`config.mk`:
```
export PLATFORM = sky130hd
export DESIGN_NAME = crc16_serial_engine
export DESIGN_NICKNAME = d
export VERILOG_FILES = /design/src/rtl/crc16_pkg.sv /design/src/rtl/crc16_bitstep.sv /design/src/rtl/crc16_seq.sv /design/src/rtl/crc16_datapath.sv /design/src/rtl/crc16_serial_engine.sv
export SDC_FILE = /design/constraint.sdc
export NUM_CORES = 1
export LEC_CHECK = 0
export ABC_AREA = 1
export BUFFER_PORTS_ARGS = -buffer_cell sky130_fd_sc_hd__buf_2
export CORE_MARGIN = 2
export CORE_UTILIZATION = 47
export DETAILED_ROUTE_END_ITERATION = 10
export GPL_TIMING_DRIVEN = 0
export PLACE_DENSITY = 0.71
export REMOVE_ABC_BUFFERS = 1
export SLEW_MARGIN = 20
export SYNTH_ARGS = -nofsm -noshare
export SYNTH_HDL_FRONTEND = slang
export SYNTH_SLANG_ARGS = --single-unit
```
`constraint.sdc`:
```
create_clock -name clk -period 1.2 [get_ports clk]
set_input_delay 0.3 -clock clk [delete_from_list [all_inputs] [get_ports clk]]
set_output_delay 0.3 -clock clk [all_outputs]
set_load 0.005 [all_outputs]
```
`src/rtl/crc16_pkg.sv`:
```
package crc16_pkg;

    typedef enum logic {
        SEQ_IDLE  = 1'b0,
        SEQ_SHIFT = 1'b1
    } seq_state_e;

endpackage

```
`src/rtl/crc16_bitstep.sv`:
```
// One reflected division step: shift right with zero fill, fold in the
// polynomial when the bit leaving at the bottom was set.
module crc16_bitstep #(
    parameter int          CRC_W = 16,
    parameter logic [CRC_W-1:0] POLY = 16'hA001
) (
    input  logic [CRC_W-1:0] crc_in,
    output logic [CRC_W-1:0] crc_out
);

    logic [CRC_W-1:0] shifted;

    always_comb begin
        shifted = {1'b0, crc_in[CRC_W-1:1]};
        crc_out = crc_in[0] ? (shifted ^ POLY) : shifted;
    end

endmodule

```
`src/rtl/crc16_seq.sv`:
```
// Handshake and step sequencer: owns acceptance, the step counter and the
// frame-level flags (eof carried with a byte, sampled mode, done, ok).
module crc16_seq #(
    parameter int BYTE_W = 8
) (
    input  logic clk,
    input  logic rst_n,
    input  logic in_valid,
    input  logic sof,
    input  logic eof,
    input  logic check_mode,
    input  logic zero_next,
    output logic in_ready,
    output logic accept,
    output logic shifting,
    output logic frame_done,
    output logic crc_ok
);
    import crc16_pkg::*;

    localparam int CNT_W = (BYTE_W > 1) ? $clog2(BYTE_W) : 1;
    localparam logic [CNT_W-1:0] LAST_STEP = CNT_W'(BYTE_W - 1);

    typedef struct packed {
        seq_state_e       state;
        logic [CNT_W-1:0] cnt;
        logic             eof_held;
        logic             mode;
        logic             done;
        logic             ok;
    } seq_t;

    seq_t seq_d, seq_q;

    always_comb begin
        seq_d      = seq_q;
        seq_d.done = 1'b0;
        in_ready   = (seq_q.state == SEQ_IDLE);
        shifting   = (seq_q.state == SEQ_SHIFT);
        accept     = in_ready && in_valid;

        unique case (seq_q.state)
            SEQ_IDLE: begin
                if (in_valid) begin
                    seq_d.state    = SEQ_SHIFT;
                    seq_d.cnt      = '0;
                    seq_d.eof_held = eof;
                    seq_d.ok       = 1'b0;
                    if (sof) begin
                        seq_d.mode = check_mode;
                    end
                end
            end
            SEQ_SHIFT: begin
                if (seq_q.cnt == LAST_STEP) begin
                    seq_d.state = SEQ_IDLE;
                    if (seq_q.eof_held) begin
                        seq_d.done = 1'b1;
                        seq_d.ok   = seq_q.mode && zero_next;
                    end
                end else begin
                    seq_d.cnt = seq_q.cnt + 1'b1;
                end
            end
            default: seq_d.state = SEQ_IDLE;
        endcase
    end

    always_ff @(posedge clk or negedge rst_n) begin
        if (!rst_n) begin
            seq_q <= '{state: SEQ_IDLE, cnt: '0, eof_held: 1'b0,
                       mode: 1'b0, done: 1'b0, ok: 1'b0};
        end else begin
            seq_q <= seq_d;
        end
    end

    assign frame_done = seq_q.done;
    assign crc_ok     = seq_q.ok;

    // the input closes on the edge after a byte is taken
    assert_ready_drops_R5: assert property (@(posedge clk) disable iff (!rst_n)
        (in_valid && in_ready) |=> !in_ready);

    // the completion flag never lasts two cycles
    assert_done_single_R8: assert property (@(posedge clk) disable iff (!rst_n)
        frame_done |=> !frame_done);

    // completion only follows a cycle of stepping
    assert_done_after_step_R8: assert property (@(posedge clk) disable iff (!rst_n)
        $rose(frame_done) |-> $past(shifting));

endmodule

```
`src/rtl/crc16_datapath.sv`:
```
// The CRC register: loads/merges an accepted byte, then steps once per clock.
module crc16_datapath #(
    parameter int               CRC_W  = 16,
    parameter int               BYTE_W = 8,
    parameter logic [CRC_W-1:0] POLY   = 16'hA001,
    parameter logic [CRC_W-1:0] INIT   = 16'hFFFF
) (
    input  logic              clk,
    input  logic              rst_n,
    input  logic              accept,
    input  logic              sof,
    input  logic [BYTE_W-1:0] in_data,
    input  logic              shifting,
    output logic [CRC_W-1:0]  crc,
    output logic              zero_next
);

    localparam int PAD_W = CRC_W - BYTE_W;

    typedef struct packed {
        logic [CRC_W-1:0] crc;
    } dp_t;

    dp_t              dp_d, dp_q;
    logic [CRC_W-1:0] stepped;
    logic [CRC_W-1:0] base;

    crc16_bitstep #(.CRC_W(CRC_W), .POLY(POLY)) u_step (
        .crc_in (dp_q.crc),
        .crc_out(stepped)
    );

    always_comb begin
        dp_d = dp_q;
        base = sof ? INIT : dp_q.crc;
        if (accept) begin
            dp_d.crc = base ^ {{PAD_W{1'b0}}, in_data};
        end else if (shifting) begin
            dp_d.crc = stepped;
        end
        zero_next = (dp_d.crc == '0);
    end

    always_ff @(posedge clk or negedge rst_n) begin
        if (!rst_n) begin
            dp_q <= '{crc: INIT};
        end else begin
            dp_q <= dp_d;
        end
    end

    assign crc = dp_q.crc;

    // a clear bottom bit leaves a zero at the top after the step
    assert_zero_fill_R3: assert property (@(posedge clk) disable iff (!rst_n)
        (shifting && !dp_q.crc[0]) |=> !dp_q.crc[CRC_W-1]);

    // a set bottom bit folds in the constant, whose top bit is set
    assert_poly_fold_R4: assert property (@(posedge clk) disable iff (!rst_n)
        (shifting && dp_q.crc[0]) |=> dp_q.crc[CRC_W-1] == POLY[CRC_W-1]);

    // without acceptance or stepping the register holds
    assert_hold_idle_R6: assert property (@(posedge clk) disable iff (!rst_n)
        (!accept && !shifting) |=> $stable(dp_q.crc));

endmodule

```
`src/rtl/crc16_serial_engine.sv`:
```
module crc16_serial_engine #(
    parameter int                 CRC_W  = 16,
    parameter int                 BYTE_W = 8,
    parameter logic [CRC_W-1:0]   POLY   = 16'hA001,
    parameter logic [CRC_W-1:0]   INIT   = 16'hFFFF
) (
    input  logic                      clk,
    input  logic                      rst_n,
    input  logic                      in_valid,
    input  logic [BYTE_W-1:0]         in_data,
    input  logic                      sof,
    input  logic                      eof,
    input  logic                      check_mode,
    output logic                      in_ready,
    output logic [BYTE_W-1:0]         crc_lo,
    output logic [CRC_W-BYTE_W-1:0]   crc_hi,
    output logic                      frame_done,
    output logic                      crc_ok
);

    logic             accept;
    logic             shifting;
    logic             zero_next;
    logic [CRC_W-1:0] crc;

    crc16_seq #(.BYTE_W(BYTE_W)) u_seq (
        .clk       (clk),
        .rst_n     (rst_n),
        .in_valid  (in_valid),
        .sof       (sof),
        .eof       (eof),
        .check_mode(check_mode),
        .zero_next (zero_next),
        .in_ready  (in_ready),
        .accept    (accept),
        .shifting  (shifting),
        .frame_done(frame_done),
        .crc_ok    (crc_ok)
    );

    crc16_datapath #(
        .CRC_W (CRC_W),
        .BYTE_W(BYTE_W),
        .POLY  (POLY),
        .INIT  (INIT)
    ) u_dp (
        .clk      (clk),
        .rst_n    (rst_n),
        .accept   (accept),
        .sof      (sof),
        .in_data  (in_data),
        .shifting (shifting),
        .crc      (crc),
        .zero_next(zero_next)
    );

    assign crc_lo = crc[BYTE_W-1:0];
    assign crc_hi = crc[CRC_W-1:BYTE_W];

    // a reported good residue means the register really is zero
    assert_ok_means_zero_R9: assert property (@(posedge clk) disable iff (!rst_n)
        crc_ok |-> (crc_lo == '0 && crc_hi == '0));

    // the busy period never overlaps a completion pulse
    assert_done_when_open_R10: assert property (@(posedge clk) disable iff (!rst_n)
        frame_done |-> in_ready);

endmodule

```
Word-level counts from Yosys, hierarchy flattened
Index checks and enable logic that the tools add are counted. W data, S select, Z words.

$add $sub $neg: 1. Eq/ne operators: 5. Mux-type cells: 14. Bitwise gates (word level): 3. Reduce and logical (&&, ||, !) cells: 7.

Operators with widths (number): $mux W16 (4); $logic_not A16 Y1 (1); $xor A16 B8 Y16 (1); $ne A2 B2 Y1 const B (4); $pmux W4 S2 (1); $mux W6 (1); $reduce_and A3 Y1 (2); $mux W1 (4); $mux W2 (2); $reduce_and A2 Y1 (2); $add A3 B1 Y3 const B (1); $eq A3 B3 Y1 const B (1); $mux W3 (1); $not A2 Y3 (1); $logic_and A1 B1 Y1 (2); $pmux W1 S2 (1); $not A1 Y1 (1).

Register bits: 24. Input bits: 14.

Longest topological paths before layout
Depth in word-level cells: 9. Mapped depth: 12. Depth with buffers taken out: 11.

Modules after synthesis
From an unflattened synthesis, not the netlist that was laid out.

Cells, all modules: 229. Area total of the unflattened synthesis: 1636.6 um^2.

Modules (own cells, without submodules): crc16_datapath (instances 1, cells each 164, area each 1132.3 um^2, seq. area each 420.4 um^2); crc16_seq (instances 1, cells each 42, area each 365.4 um^2, seq. area each 200.2 um^2); crc16_bitstep (instances 1, cells each 23, area each 138.9 um^2, seq. area each 0.0 um^2).

Least setup slack after synthesis
Ideal clock, no wire load.

Kind: register to register. Start: register u_seq.seq_q[4] (netlist bit). End: register u_seq.seq_q[5] (netlist bit). Setup time: 0.121 ns. Arrival: 1.192 ns. Data required time: 1.079 ns. Path slack: -0.113 ns. Cell stages (with the launch flop): 6. Clock period less this slack: 1.313 ns. Cell sequence: dfrtp_1 -> ha_1 -> ha_1 -> nor2_1 -> nor2_1 -> a22o_1.

Longest elaborated chain between the ends: 3. Elaborated cells on any way between the ends: 6. Those cells by class: 1 x add/sub; 2 x eq/ne; 2 x mux; 1 x reduce/logical.

Ends and longest elaborated chain: start, declared (RTL line crc16_seq.sv:33) `seq_t seq_d, seq_q;`; start signal, assigned (RTL line crc16_seq.sv:71) `seq_q <= '{state: SEQ_IDLE, cnt: '0, eof_held: 1'b0,`; start signal, assigned (RTL line crc16_seq.sv:74) `seq_q <= seq_d;`; $add A3 B1 Y3 / $eq A3 B3 Y1 (equally long branches) (RTL line crc16_seq.sv:62, crc16_seq.sv:55); $mux W3 / $ne A2 B2 Y1 (equally long branches); $pmux W4 S2 / $reduce_and A2 Y1 (equally long branches).

Parallel ways exist; a longest one is shown, timed or not. The select of a mux whose other input is x is not followed. A chain may end at the register's enable or synchronous reset.

==> results.ini <==
[floorplan]
start_util_pct=49.4
die_h_um=57.8
io_pins=33
die_w_um=57.8
dieArea_um2=3350
fp-row-count=19
core-area_um2=2760

[logic_synthesis]
synthCells=179
yosysWarnings=0
yosysSeqAreaShare_pct=45.5
syn-cell-area_um2=1360
synth_cell_type_count=20
ys_ff_latch=24
synth_area_per_cell_um2=7.61

[route]
drc=0
drt-pass1-iter-count=4
drtIter0Drc=68
ant_nets=0
viasPerCell=5.32
vias=1415
totalWireLength_mm=3.80
wire_per_inst_um=14.3

[placed_design]
place_area_um2=1510
portBuffers=32
gp_congestion=0.750
pre_cts_slack_ps=-598
hpwl_mm=2.18

[grt]
grt.total_usage_pct=23.3
antenna_found_initial=0
grt_pass1_vias=1343
overflow=0
grt_pass1_wl_mm=5.87
grt_max_degree=25

[clock_network]
cts_made_buffers=3
cts_htree_levels=1
cts_root_buf=clkbuf_4
clock_latency_ps=340
cts_sinks=24
tritoncts=yes
clk_pin_slew_ps=150
clock_path_buffers=2

[timing]
min_period_ps=1540
setup_tns_ps=-3580
rsz0062_at_grt=true
setup_viol=26
slew_viol_final=0
skew_ps=11.1
setup_slack_ps=-341
slew_headroom_pct=63.6
timing.fmax_mhz=649
finalHoldViolCount=0
worst_pin_slew_ps=547
post-route-period-util_pct=128

[critical_path]
worstPathMaxFanout=7
rrSetupSlack_ps=-340
rr_worst_depth=12
startpoint_type=flop
cp.required_ps=1480
r2r_end=u_seq.crc_ok
crit_arrival_ps=1830
r2r_start=u_seq.shifting
critPathKind=reg -> reg
cp-end-kind=flop

[min_path]
holdCritStartpoint=eof
hold_depth=3
hold_path_class=in -> reg
holdPathEnd=u_seq.seq_q[3]

[outcome]
status=finished, violations left
violations=setup timing

[power_and_ir_drop]
switching_share_pct=41.2
clock_power_share_pct=11.9
power.density_nw_per_um2=2740
comb_power_share_pct=54.6
leakagePower_nw=1.01
internal_power_mw=3.06
p_switching_mw=2.14
irDropWorstVdd_mv=1.74
pwr-share-seq_pct=33.5

[run]
cap_viol_max_count=0

[cells_and_area]
nets=252
layout-drive-gt1-share_pct=44.3
utilization_pct=68.8
n_antenna_cell=0
areaGrowthSynthToFinish_pct=39.3
fillCellCount=222
postLayoutCellArea_um2=1900

-- synth_stat cells (all sizes together) --
master	instances	share of area [%]
inv	28	8.1
a22o	2	1.3
nor2	21	6.7
nand2	57	16
xor2	1	0.64
buf	5	3.9
o21bai	6	3.3
nand3	15	5.9
o211ai	1	0.55
dfrtp	8	15
dfstp	16	31
ha	2	1.8
a22oi	1	0.55
o21ai	9	3.3
a21oi	7	2.6
-- sequential cells by signal, summed over array words and instances, names as in the netlist --
name and count:
u_dp.crc 16, u_seq.crc_ok 1, u_seq.seq_q 5, u_seq.frame_done 1
u_seq.shifting 1
-- cell families (layout without fill, tap and decap cells) --
family / Yosys count / after routing / share of synthesized area [%]
AO/OA/AOI/OAI: 26 / 26 / 11.6
XOR/XNOR: 1 / 1 / 0.643
adder cells (fa/ha/maj): 2 / 2 / 1.84
buffers and inverters: 33 / 88 / 11.9
flip-flops: 24 / 24 / 45.5
AND/OR/NAND/NOR: 93 / 94 / 28.5
-- worst max-delay path: stages, from the launching register on --
cell and delay [ps]:
dfrtp_4 540, buf_6 150, inv_8 80, nand2_4 70
nand2_2 80, nand2_1 70, nand2_1 60, nand2_1 70
inv_1 50, nand2_1 40, nor2_1 90, nand3_1 110
nand2_1 80
-- through the flow --
stage / hold WS, ps / instances / power (mW)
after floorplan: 4.41 / 174 / 2.92
after global placement: 299 / 237 / 3.48
after CTS: 151 / 263 / 4.76
final: 153 / 266 / 5.20
after detailed placement: 312 / 237 / 3.58
after global routing: 178 / 266 / 5.56
-- cells in the final DEF, fill, tap and decap left out, drive strengths merged --
cell type     n
a21oi         7
a22o          2
a22oi         1
buf          54
bufinv        1
clkbuf        3
dfrtp         8
dfstp        16
dlygate4sd3   1
ha            2
inv          29
nand2        57
nand3        15
nor2         22
o211ai        1
o21ai         9
o21bai        6
xor2          1
-- power by group through the flow --
stage	logic (mW)	clock network, mW	registers [mW]
detailed placement	1.78	0	1.79
CTS	2.45	0.617	1.70
finish	2.84	0.619	1.74
global route	3.13	0.652	1.78
global placement	1.71	0	1.76
floorplan	1.16	0	1.76
-- layer usage --
metal	part of all wire, %	global-route usage (%)	vias to the layer above
met3	6.3	2.23	9
met5	0	0	-
met1	40	29.8	666
met2	51	38.8	65
met4	2.5	13.0	0
li1	-	-	675
-- worst max-delay path by stage --
stage	start	to	slack, ps	cells after the start
2_1_floorplan	u_seq.shifting	u_seq.crc_ok	-230	8
3_3_place_gp	u_seq.shifting	u_seq.crc_ok	-550	8
3_5_place_dp	u_seq.shifting	u_seq.crc_ok	-600	8
4_1_cts	u_seq.shifting	u_seq.crc_ok	-280	9
5_1_grt	u_seq.shifting	u_seq.crc_ok	-440	12
6_report	u_seq.shifting	u_seq.crc_ok	-340	12
-- area by class of cell --
type	count	area [um^2]	area share (%)
clock buffer	3	22.5	1.19
clock inverter	1	30.0	1.58
inverter	28	115	6.06
multi-input combinational	123	678	35.7
sequential	24	624	32.9
tap	31	38.8	2.04
timing repair buffer	55	383	20.2
timing repair inverter	1	6.26	0.330
-- timing repair --
| item | CTS | global route |
|---|---|---|
| setup buffers | 19 | 3 |
| endpoints found under the hold margin | 8 | 0 |
| resized for setup | 19 | 24 |
| cloned | 2 | 0 |
| setup endpoints to repair | 40 | 32 |
| hold buffers | 1 | 0 |
| pin swaps | 12 | 9 |
(Power assumes the default switching activity.)
